<file path="config.mk">
export PLATFORM = sky130hd
export DESIGN_NAME = twi_regport
export DESIGN_NICKNAME = d
export VERILOG_FILES = /design/src/rtl/twi_regport_pkg.sv /design/src/rtl/twi_line_events.sv /design/src/rtl/twi_reg_array.sv /design/src/rtl/twi_proto_fsm.sv /design/src/rtl/twi_regport.sv
export SDC_FILE = /design/constraint.sdc
export NUM_CORES = 1
export LEC_CHECK = 0
export BUFFER_PORTS_ARGS = -buffer_cell sky130_fd_sc_hd__buf_2
export CORE_MARGIN = 2
export CORE_UTILIZATION = 50
export CTS_BUF_LIST = sky130_fd_sc_hd__clkbuf_8
export DETAILED_ROUTE_END_ITERATION = 7
export PLACE_DENSITY = 0.7
export SYNTH_ARGS = -nofsm -noshare
export SYNTH_HDL_FRONTEND = slang
export SYNTH_HIERARCHICAL = 1
export SYNTH_SLANG_ARGS = --single-unit
</file>
<file path="constraint.sdc">
create_clock -name clk -period 4.24 [get_ports clk]
set_input_delay 0.848 -clock clk [delete_from_list [all_inputs] [get_ports clk]]
set_output_delay 0.848 -clock clk [all_outputs]
set_load 0.1 [all_outputs]
</file>
<file path="src/rtl/twi_regport_pkg.sv">
package twi_regport_pkg;

   localparam int BYTE_W     = 8;
   localparam int WORD_W     = 2 * BYTE_W;
   localparam int REG_ADDR_W = 8;

   typedef enum logic [2:0] {
      PH_IDLE,
      PH_RX,
      PH_ACK_WAIT,
      PH_ACK,
      PH_TX,
      PH_MACK,
      PH_MACK_WAIT,
      PH_SKIP
   } twi_phase_e;

   typedef enum logic [1:0] {
      BK_DEV,
      BK_REG,
      BK_HI,
      BK_LO
   } byte_kind_e;

   typedef struct packed {
      logic rise;
      logic fall;
      logic start;
      logic stop;
   } line_ev_t;

endpackage

</file>
<file path="src/rtl/twi_line_events.sv">
module twi_line_events
   import twi_regport_pkg::*;
#(
   parameter logic IDLE_LEVEL = 1'b1
) (
   input  logic     clk,
   input  logic     rst_n,
   input  logic     scl_i,
   input  logic     sda_i,
   output line_ev_t ev_o
);

   logic scl_q;
   logic sda_q;

   always_ff @(posedge clk or negedge rst_n) begin
      if (!rst_n) begin
         scl_q <= IDLE_LEVEL;
         sda_q <= IDLE_LEVEL;
      end else begin
         scl_q <= scl_i;
         sda_q <= sda_i;
      end
   end

   assign ev_o.rise  = scl_i & ~scl_q;
   assign ev_o.fall  = ~scl_i & scl_q;
   assign ev_o.start = scl_i & scl_q & sda_q & ~sda_i;
   assign ev_o.stop  = scl_i & scl_q & ~sda_q & sda_i;

endmodule

</file>
<file path="src/rtl/twi_reg_array.sv">
module twi_reg_array
   import twi_regport_pkg::*;
#(
   parameter int                NUM_REGS  = 32,
   parameter int                ADDR_W    = REG_ADDR_W,
   parameter int                DATA_W    = WORD_W,
   parameter logic [DATA_W-1:0] RESET_VAL = '0
) (
   input  logic              clk,
   input  logic              rst_n,
   input  logic              wr_en_i,
   input  logic [ADDR_W-1:0] wr_addr_i,
   input  logic [DATA_W-1:0] wr_data_i,
   input  logic [ADDR_W-1:0] rd_addr_i,
   output logic [DATA_W-1:0] rd_data_o
);

   localparam int IDX_W = $clog2(NUM_REGS);

   if (NUM_REGS < 2 || NUM_REGS > (1 << ADDR_W)) begin : g_bad_depth
      $error("twi_reg_array: NUM_REGS out of range");
   end

   logic [DATA_W-1:0] regs [NUM_REGS];
   logic              wr_in_range;
   logic              rd_in_range;

   if (NUM_REGS == (1 << ADDR_W)) begin : g_full_map
      assign wr_in_range = 1'b1;
      assign rd_in_range = 1'b1;
   end else begin : g_part_map
      localparam logic [ADDR_W:0] LIMIT = (ADDR_W + 1)'(NUM_REGS);
      assign wr_in_range = ({1'b0, wr_addr_i} < LIMIT);
      assign rd_in_range = ({1'b0, rd_addr_i} < LIMIT);
   end

   for (genvar i = 0; i < NUM_REGS; i++) begin : g_word
      always_ff @(posedge clk or negedge rst_n) begin
         if (!rst_n) begin
            regs[i] <= RESET_VAL;
         end else if (wr_en_i && wr_in_range && (wr_addr_i[IDX_W-1:0] == IDX_W'(i))) begin
            regs[i] <= wr_data_i;
         end
      end
   end

   assign rd_data_o = rd_in_range ? regs[rd_addr_i[IDX_W-1:0]] : '0;

endmodule

</file>
<file path="src/rtl/twi_proto_fsm.sv">
module twi_proto_fsm
   import twi_regport_pkg::*;
#(
   parameter int                ADDR_W     = REG_ADDR_W,
   parameter int                DATA_W     = WORD_W,
   parameter logic [6:0]        DEV_ADDR   = 7'h5D,
   parameter logic [ADDR_W-1:0] STAGE_ADDR = 8'hF1
) (
   input  logic              clk,
   input  logic              rst_n,
   input  line_ev_t          ev_i,
   input  logic              sda_i,
   output logic              sda_oe_o,
   output logic              wr_en_o,
   output logic [ADDR_W-1:0] wr_addr_o,
   output logic [DATA_W-1:0] wr_data_o,
   output logic [ADDR_W-1:0] rd_addr_o,
   input  logic [DATA_W-1:0] rd_data_i
);

   localparam int BIT_W = $clog2(BYTE_W);
   localparam logic [BIT_W-1:0] LAST_BIT = BIT_W'(BYTE_W - 1);

   if (DATA_W != 2 * BYTE_W) begin : g_bad_word
      $error("twi_proto_fsm: word must be two bytes");
   end
   if (ADDR_W != BYTE_W) begin : g_bad_addr
      $error("twi_proto_fsm: register pointer must be one byte");
   end

   twi_phase_e        phase_q;
   byte_kind_e        kind_q;
   logic [BIT_W-1:0]  bitcnt_q;
   logic [BYTE_W-1:0] shreg_q;
   logic              sda_oe_q;
   logic [ADDR_W-1:0] ptr_q;
   logic [BYTE_W-1:0] hi_byte_q;
   logic [ADDR_W-1:0] hi_tgt_q;
   logic              hi_valid_q;
   logic              rd_lo_q;
   logic              go_tx_q;
   logic              tx_done_q;
   logic              wr_en_q;
   logic [ADDR_W-1:0] wr_addr_q;
   logic [DATA_W-1:0] wr_data_q;

   logic [BYTE_W-1:0] rx_byte;
   logic [BYTE_W-1:0] tx_byte;

   assign rx_byte = {shreg_q[BYTE_W-2:0], sda_i};
   assign tx_byte = rd_lo_q ? rd_data_i[BYTE_W-1:0] : rd_data_i[DATA_W-1:BYTE_W];

   always_ff @(posedge clk or negedge rst_n) begin
      if (!rst_n) begin
         phase_q    <= PH_IDLE;
         kind_q     <= BK_DEV;
         bitcnt_q   <= '0;
         shreg_q    <= '0;
         sda_oe_q   <= 1'b0;
         ptr_q      <= '0;
         hi_byte_q  <= '0;
         hi_tgt_q   <= '0;
         hi_valid_q <= 1'b0;
         rd_lo_q    <= 1'b0;
         go_tx_q    <= 1'b0;
         tx_done_q  <= 1'b0;
         wr_en_q    <= 1'b0;
         wr_addr_q  <= '0;
         wr_data_q  <= '0;
      end else begin
         wr_en_q <= 1'b0;
         if (ev_i.stop) begin
            phase_q    <= PH_IDLE;
            sda_oe_q   <= 1'b0;
            hi_valid_q <= 1'b0;
         end else if (ev_i.start) begin
            phase_q  <= PH_RX;
            kind_q   <= BK_DEV;
            bitcnt_q <= '0;
            sda_oe_q <= 1'b0;
         end else begin
            unique case (phase_q)
               PH_RX: begin
                  if (ev_i.rise) begin
                     shreg_q  <= rx_byte;
                     bitcnt_q <= bitcnt_q + 1'b1;
                     if (bitcnt_q == LAST_BIT) begin
                        phase_q <= PH_ACK_WAIT;
                        go_tx_q <= 1'b0;
                        unique case (kind_q)
                           BK_DEV: begin
                              if (rx_byte[BYTE_W-1:1] == DEV_ADDR) begin
                                 go_tx_q <= rx_byte[0];
                                 rd_lo_q <= 1'b0;
                                 kind_q  <= BK_REG;
                              end else begin
                                 phase_q <= PH_SKIP;
                              end
                           end
                           BK_REG: begin
                              ptr_q  <= rx_byte;
                              kind_q <= BK_HI;
                           end
                           default: begin
                              if (ptr_q == STAGE_ADDR) begin
                                 if (hi_valid_q) begin
                                    wr_en_q    <= 1'b1;
                                    wr_addr_q  <= hi_tgt_q;
                                    wr_data_q  <= {hi_byte_q, rx_byte};
                                    hi_valid_q <= 1'b0;
                                 end
                              end else if (kind_q == BK_HI) begin
                                 hi_byte_q  <= rx_byte;
                                 hi_tgt_q   <= ptr_q;
                                 hi_valid_q <= 1'b1;
                                 kind_q     <= BK_LO;
                              end else begin
                                 wr_en_q    <= 1'b1;
                                 wr_addr_q  <= ptr_q;
                                 wr_data_q  <= {hi_byte_q, rx_byte};
                                 ptr_q      <= ptr_q + ADDR_W'(1);
                                 hi_valid_q <= 1'b0;
                                 kind_q     <= BK_HI;
                              end
                           end
                        endcase
                     end
                  end
               end
               PH_ACK_WAIT: begin
                  if (ev_i.fall) begin
                     sda_oe_q <= 1'b1;
                     phase_q  <= PH_ACK;
                  end
               end
               PH_ACK: begin
                  if (ev_i.fall) begin
                     bitcnt_q <= '0;
                     if (go_tx_q) begin
                        sda_oe_q  <= ~tx_byte[BYTE_W-1];
                        shreg_q   <= {tx_byte[BYTE_W-2:0], 1'b0};
                        tx_done_q <= 1'b0;
                        phase_q   <= PH_TX;
                     end else begin
                        sda_oe_q <= 1'b0;
                        phase_q  <= PH_RX;
                     end
                  end
               end
               PH_TX: begin
                  if (ev_i.rise) begin
                     bitcnt_q <= bitcnt_q + 1'b1;
                     if (bitcnt_q == LAST_BIT) begin
                        tx_done_q <= 1'b1;
                     end
                  end else if (ev_i.fall) begin
                     if (tx_done_q) begin
                        sda_oe_q  <= 1'b0;
                        tx_done_q <= 1'b0;
                        phase_q   <= PH_MACK;
                     end else begin
                        sda_oe_q <= ~shreg_q[BYTE_W-1];
                        shreg_q  <= {shreg_q[BYTE_W-2:0], 1'b0};
                     end
                  end
               end
               PH_MACK: begin
                  if (ev_i.rise) begin
                     if (sda_i) begin
                        phase_q <= PH_SKIP;
                     end else begin
                        phase_q <= PH_MACK_WAIT;
                        rd_lo_q <= ~rd_lo_q;
                        if (rd_lo_q) begin
                           ptr_q <= ptr_q + ADDR_W'(1);
                        end
                     end
                  end
               end
               PH_MACK_WAIT: begin
                  if (ev_i.fall) begin
                     bitcnt_q  <= '0;
                     sda_oe_q  <= ~tx_byte[BYTE_W-1];
                     shreg_q   <= {tx_byte[BYTE_W-2:0], 1'b0};
                     tx_done_q <= 1'b0;
                     phase_q   <= PH_TX;
                  end
               end
               default: begin
               end
            endcase
         end
      end
   end

   assign sda_oe_o  = sda_oe_q;
   assign wr_en_o   = wr_en_q;
   assign wr_addr_o = wr_addr_q;
   assign wr_data_o = wr_data_q;
   assign rd_addr_o = ptr_q;


   skip_quiet_chk: assert property (@(posedge clk) disable iff (!rst_n)
      (phase_q == PH_SKIP) |-> !sda_oe_q);


   ack_drive_chk: assert property (@(posedge clk) disable iff (!rst_n)
      (phase_q == PH_ACK) |-> sda_oe_q);


   single_commit_chk: assert property (@(posedge clk) disable iff (!rst_n)
      wr_en_q |=> !wr_en_q);


   post_write_inc_chk: assert property (@(posedge clk) disable iff (!rst_n)
      wr_en_q |-> ((ptr_q == STAGE_ADDR) || (ptr_q == wr_addr_q + ADDR_W'(1))));


   staged_drop_chk: assert property (@(posedge clk) disable iff (!rst_n)
      ev_i.stop |=> !hi_valid_q);

endmodule

</file>
<file path="src/rtl/twi_regport.sv">
module twi_regport
   import twi_regport_pkg::*;
#(
   parameter logic [6:0]            DEV_ADDR   = 7'h5D,
   parameter int                    NUM_REGS   = 32,
   parameter logic [REG_ADDR_W-1:0] STAGE_ADDR = 8'hF1
) (
   input  logic clk,
   input  logic rst_n,
   input  logic scl_i,
   input  logic sda_i,
   output logic sda_oe_o
);

   if (int'(STAGE_ADDR) < NUM_REGS) begin : g_bad_stage
      $error("twi_regport: staging address overlaps the register bank");
   end

   line_ev_t              ev;
   logic                  wr_en;
   logic [REG_ADDR_W-1:0] wr_addr;
   logic [WORD_W-1:0]     wr_data;
   logic [REG_ADDR_W-1:0] rd_addr;
   logic [WORD_W-1:0]     rd_data;

   twi_line_events #(
      .IDLE_LEVEL (1'b1)
   ) i_events (
      .clk   (clk),
      .rst_n (rst_n),
      .scl_i (scl_i),
      .sda_i (sda_i),
      .ev_o  (ev)
   );

   twi_proto_fsm #(
      .ADDR_W     (REG_ADDR_W),
      .DATA_W     (WORD_W),
      .DEV_ADDR   (DEV_ADDR),
      .STAGE_ADDR (STAGE_ADDR)
   ) i_fsm (
      .clk       (clk),
      .rst_n     (rst_n),
      .ev_i      (ev),
      .sda_i     (sda_i),
      .sda_oe_o  (sda_oe_o),
      .wr_en_o   (wr_en),
      .wr_addr_o (wr_addr),
      .wr_data_o (wr_data),
      .rd_addr_o (rd_addr),
      .rd_data_i (rd_data)
   );

   twi_reg_array #(
      .NUM_REGS  (NUM_REGS),
      .ADDR_W    (REG_ADDR_W),
      .DATA_W    (WORD_W),
      .RESET_VAL ('0)
   ) i_bank (
      .clk       (clk),
      .rst_n     (rst_n),
      .wr_en_i   (wr_en),
      .wr_addr_i (wr_addr),
      .wr_data_i (wr_data),
      .rd_addr_i (rd_addr),
      .rd_data_o (rd_data)
   );


   sda_low_phase_chk: assert property (@(posedge clk) disable iff (!rst_n)
      !$stable(sda_oe_o) |-> !$past(scl_i));

endmodule

</file>
# Word-level counts from Yosys, hierarchy flattened
# Cells that the tools add are included.
[totals] reg_bits=584 in_bits=4 output_inout_bits=1 wordCells=309
[op_classes] n_addsub=2 magnitude_cmp=3 eq_ne=76 n_mux=98 bitwise=19 n_reduce_logical=62
[op_table] op="$mux W8" count=18
[op_table] op="$mux W16" count=6
[op_table] op="$bmux W16 S5" count=1
[op_table] op="$eq A5 B5 Y1 const B" count=16
[op_table] op="$mux W3" count=17
[op_table] op="$mux W1" count=41
[op_table] op="$eq A5 B4 Y1 const B" count=8
[op_table] op="$logic_and A1 B1 Y1" count=33
[op_table] op="$ne A4 B4 Y1 const B" count=8
[op_table] op="$pmux W8 S2" count=2
[op_table] op="$pmux W8 S4" count=1
[op_table] op="$eq A5 B3 Y1 const B" count=4
[op_table] op="$ne A2 B2 Y1 const B" count=10
[op_table] op="$reduce_and A10 Y1" count=2
[op_table] op="$pmux W3 S6" count=1
[op_table] op="$reduce_and A6 Y1" count=3
[op_table] op="$lt A8 B6 Y1 const B" count=2
[op_table] op="$ne A2 B1 Y1 const B" count=8
[op_table] op="$reduce_and A8 Y1" count=2
[op_table] op="$reduce_bool A2 Y1" count=7
[op_table] op="$eq A3 B3 Y1 const B" count=4
[op_table] op="$mux W2" count=6
[op_table] op="$not A1 Y1" count=11
[op_table] op="$reduce_and A11 Y1" count=1
[op_table] op="other kinds (32)" count=48

# Longest topological paths before layout
[logic_depth] depth_word=12 mapped_depth=13

# Hierarchy
# The synthesis kept the hierarchy.
[modules_own_cells] module="twi_reg_array" instances=1 cells_each=1481 area_each_um2=23542.6 seq_area_each_um2=12812.3
[modules_own_cells] module="twi_proto_fsm" instances=1 cells_each=328 area_each_um2=3574.7 seq_area_each_um2=1751.7
[modules_own_cells] module="twi_line_events" instances=1 cells_each=6 area_each_um2=85.1 seq_area_each_um2=52.6

# Worst setup path before layout
# No wires, ideal clock.
[synth_timing] path_kind="flip-flop to flip-flop" from="reg i_fsm.ptr_q[0] (netlist: i_fsm/rd_addr_o[0])" to="reg i_fsm.sda_oe_q (netlist: i_fsm/sda_oe_o)" setup_ns=0.078 arrival_time_ns=2.867 t_required_ns=4.162 path_slack_ns=1.295 path_stages_with_launch=13 period_less_slack_ns=2.945 path_cell_list="dfrtp_1 -> clkbuf_1 -> buf_2 -> buf_2 -> buf_2 -> mux4_2 -> a22oi_1 -> a31oi_1 -> mux2i_1 -> nand2_1 -> o311ai_0 -> o2111ai_1 -> a21oi_1"
[synth_between] elab_chain_len=12 word_cells_on_any_way=14 cone_classes="order compare: 1; mux: 11; bitwise: 2"
[synth_lines] element="start: declaration" line_no="twi_proto_fsm.sv:36" source="logic [ADDR_W-1:0] ptr_q;"
[synth_lines] element="start signal: assignment" line_no="twi_proto_fsm.sv:101" source="ptr_q <= rx_byte;"
[synth_lines] element="start signal: assignment" line_no="twi_proto_fsm.sv:121" source="ptr_q <= ptr_q + ADDR_W'(1);"
[synth_lines] element="start signal: assignment" line_no="twi_proto_fsm.sv:175" source="ptr_q <= ptr_q + ADDR_W'(1);"
[synth_lines] element="$not A5 Y6 (implied by the code)" line_no="twi_reg_array.sv:47" source="assign rd_data_o = rd_in_range ? regs[rd_addr_i[IDX_W-1:0]] : '0;"
[synth_lines] element="$bmux W16 S5" line_no="twi_reg_array.sv:47"
[synth_lines] element="$mux W16 (implied by the code) (2 in series)" line_no="twi_reg_array.sv:47"
[synth_lines] element="$mux W16 (*)" line_no="twi_reg_array.sv:47"
[synth_lines] element="net rd_data[7]" line_no="twi_regport.sv:24" source="logic [WORD_W-1:0] rd_data;"
[synth_lines] element="$mux W8 (*)" line_no="twi_proto_fsm.sv:51" source="assign tx_byte = rd_lo_q ? rd_data_i[BYTE_W-1:0] : rd_data_i[DATA_W-1:BYTE_W];"
[synth_lines] element="$not A1 Y1 (*)" line_no="twi_proto_fsm.sv:140, twi_proto_fsm.sv:183"
[synth_lines] element="$mux W1" line_no="twi_proto_fsm.sv:139" source="if (go_tx_q) begin"
[synth_lines] element="$mux W1" line_no="twi_proto_fsm.sv:137" source="if (ev_i.fall) begin"
[synth_lines] element="$pmux W1 S4 (*)" line_no="twi_proto_fsm.sv:82" source="unique case (phase_q)"
[synth_lines] element="$mux W1 (*)" line_no="twi_proto_fsm.sv:76" source="end else if (ev_i.start) begin"
[synth_lines] element="$mux W1 (*)" line_no="twi_proto_fsm.sv:72" source="if (ev_i.stop) begin"
[synth_lines] element="end signal: assignment" line_no="twi_proto_fsm.sv:140" source="sda_oe_q <= ~tx_byte[BYTE_W-1];"
[synth_lines] element="end signal: assignment" line_no="twi_proto_fsm.sv:162" source="sda_oe_q <= ~shreg_q[BYTE_W-1];"
[synth_lines] element="end signal: assignment" line_no="twi_proto_fsm.sv:183" source="sda_oe_q <= ~tx_byte[BYTE_W-1];"
[synth_lines] element="end: declaration" line_no="twi_proto_fsm.sv:35" source="logic sda_oe_q;"
# The timed path passes the listed nets; every way through them passes the cells marked *. The select of a mux whose other input is x is not followed.
# A chain may end at the register's enable or synchronous reset.

# Final worst setup path
# Same ends and word-level chain as after synthesis.

==> impl_metrics.json <==
{
  "die_area_um2": 56300,
  "io_pins": 5,
  "synthArstFlopShare_pct": 100,
  "setup_viol": 0,
  "place.gp.congestion": 0.792,
  "vias": 15800,
  "fmax_ghz": 0.305,
  "post-cts-setup-buffer-count": 0,
  "fin_cells": 2585,
  "hold_viol_final": 0,
  "grt_max_degree": 108,
  "rows": 85,
  "grt_overflow_total": 0,
  "via_per_inst": 6.12,
  "final_util_pct": 55.5,
  "ys_ff_latch": 584,
  "cp-end-kind": "flop",
  "synth_area_um2": 27200,
  "irDropWorstVdd_v": 0.000290,
  "antenna_left": 0,
  "clkTransAtPathRegs_ps": 60,
  "drc": 0,
  "drive_gt1_share_pct": 47.6,
  "crit_path_start_kind": "flop",
  "skew_ps": 52.3,
  "clock_latency_ps": 710,
  "cts-resized-gates": 0,
  "crit_path_max_incr_delay_ps": 850,
  "start_util_pct": 50.5,
  "cts-root-buf": "clkbuf_8",
  "final.setup.tns_ps": 0,
  "synthFlopType": "dfrtp_1",
  "area_growth_pct": 9.78,
  "cts_tree": "built",
  "antenna_found_initial": 1,
  "cp.required_ps": 4870,
  "critPathArrivalTime_ps": 3910,
  "cp_max_fo": 42,
  "final_common_cell": "dfrtp_1",
  "grt_pass1_wl_um": 101000,
  "fin_crit_ps": 3280,
  "syn-num-nets": 1823,
  "drt_iter0_markers": 1179,
  "syn_avg_cell_area_um2": 15.0,
  "wl_met3_um": 3260,
  "path_class": "flop to flop",
  "drv_cap": 0,
  "ys_types": 64,
  "wl_per_cell_um": 24.9,
  "timing.final.crit_share_pct": 77.4,
  "slew_violations": 0,
  "clockBufferDepth": 3,
  "portBuffers": 4,
  "crit_family": "compound AO/OA/AOI/OAI gates",
  "path_cells": "buf_12 > mux4_2 > a22oi_1 > a31oi_1 > mux2i_1 > nand2_1 > o311ai_0 > o2111ai_1 > a21oi_1",
  "power.leakage_nw": 14.7,
  "cts_sinks": 584,
  "routed_wl_um": 64300,
  "die_w_um": 237,
  "most-common-layout-cells": "579 x dfrtp_1, 537 x mux2_2, 129 x clkbuf_8, 112 x mux4_2, 77 x mux2i_1",
  "outcome": "complete, no violations",
  "crit_slowest_cell": "dfrtp_4",
  "hold_buffers": 0,
  "worst-path-buf-inv": 1,
  "fp.dieH_um": 237,
  "hold_path_class": "input pin to asynchronous set/reset pin",
  "synth_edf_count": 0,
  "max_slew_margin_pct": 9.58,
  "drt-pass1-iter-count": 5,
  "wl_met2_um": 29700,
  "grt_pass1_vias": 16800,
  "synth_warnings": 6,
  "synth.yosys.seq_area_share_pct": 53.7,
  "grt_use_total_pct": 23.5,
  "cellPowerDensity_nw_per_um2": 389,
  "rsz0062_at_grt": "false",
  "core_um2": 53800,
  "nets": 1821,
  "cts-htree-levels": 3,
  "numCtsBuffers": 98,
  "netlist_instances": 1815,
  "top_layer": "met4",
  "dp.final_hpwl_um": 38500,
  "placedCellCount": 2409,
  "tightest_slew_ps": 1350,
  "wl_met1_um": 29200
}
-- cell usage after synthesis, drive strengths merged (13+ instances only) --
library cell  count  area, um2
a31oi            18        113
nand2            53        199
o21ai            55        275
dfrtp           582      14600
a221oi           14        123
nor3             15        191
mux2            553       6280
a221o            18        180
nor2             14       55.1
a22oi            20        150
clkbuf           98        368
buf              62        398
mux4            112       2520
mux2i            77        771
a21oi            18       90.1
nor2b            13       81.3
-- through the flow --
step	power, W	instance area (um2)	hold slack, ps	setup WS [ps]
after detailed placement	0.00669	27900	480	941
after floorplan	0.00635	27200	445	1290
after CTS	0.0117	29900	218	953
after global placement	0.00667	27900	464	957
final	0.0116	29900	233	960
after global routing	0.0121	29900	251	711
-- metal layers --
layer | global-route usage [%] | vias to the layer above
li1 | - | 6804
met1 | 33.0 | 8491
met2 | 36.3 | 416
met3 | 4.10 | 117
met4 | 9.97 | 0
met5 | 0 | -
-- final timing paths --
path	start	end	slack [ps]	depth (start not counted)
max	i_fsm/rd_addr_o[0]	i_fsm/sda_oe_o	960	9
min	rst_n	i_bank/regs[160]	230	1
max reg2reg	i_fsm/rd_addr_o[0]	i_fsm/sda_oe_o	960	9
max in group asynchronous	rst_n	i_bank/regs[119]	2780	2
min in group clk	scl_i	i_events/scl_q	280	1
min reg2reg	i_fsm/wr_addr_o[7]	i_fsm/wr_addr_o[7]	490	2
-- report_power, final --
part	leakage, nW	internal, W	switching [W]
registers	8.12	0.00565	0.000217
logic	5.40	0.000286	0.000445
clock network	1.15	0.00277	0.00226
-- sequential cells by signal (all words and copies together), names as in the netlist, 2 cells and up --
register         count
i_fsm/bitcnt_q       3
i_fsm/hi_tgt_q       8
i_bank/regs        512
i_fsm/wr_data_o     16
i_fsm/rd_addr_o      8
i_fsm/kind_q         2
i_fsm/phase_q        3
i_fsm/wr_addr_o      8
i_fsm/hi_byte_q      8
i_fsm/shreg_q        8
-- kinds of logic after synthesis --
| group | share of synthesized area, % |
|---|---|
| AO/OA/AOI/OAI | 4.26 |
| AND/OR/NAND/NOR | 3.69 |
| buffers and inverters | 2.94 |
| multiplexers | 35.2 |
| flip-flops | 53.7 |
| adder cells (fa/ha/maj) | 0.184 |
-- area by class of cell --
cell class | instances | area (um2)
flip-flops and latches | 584 | 14600
inverters | 9 | 33.8
fillers | 4253 | 24000
clock inverters | 46 | 234
well taps | 696 | 871
clock buffers | 129 | 1780
diodes | 1 | 2.50
multi-input cells | 1062 | 11800
repair buffers | 58 | 536
Power figures use the tool's default switching activity.
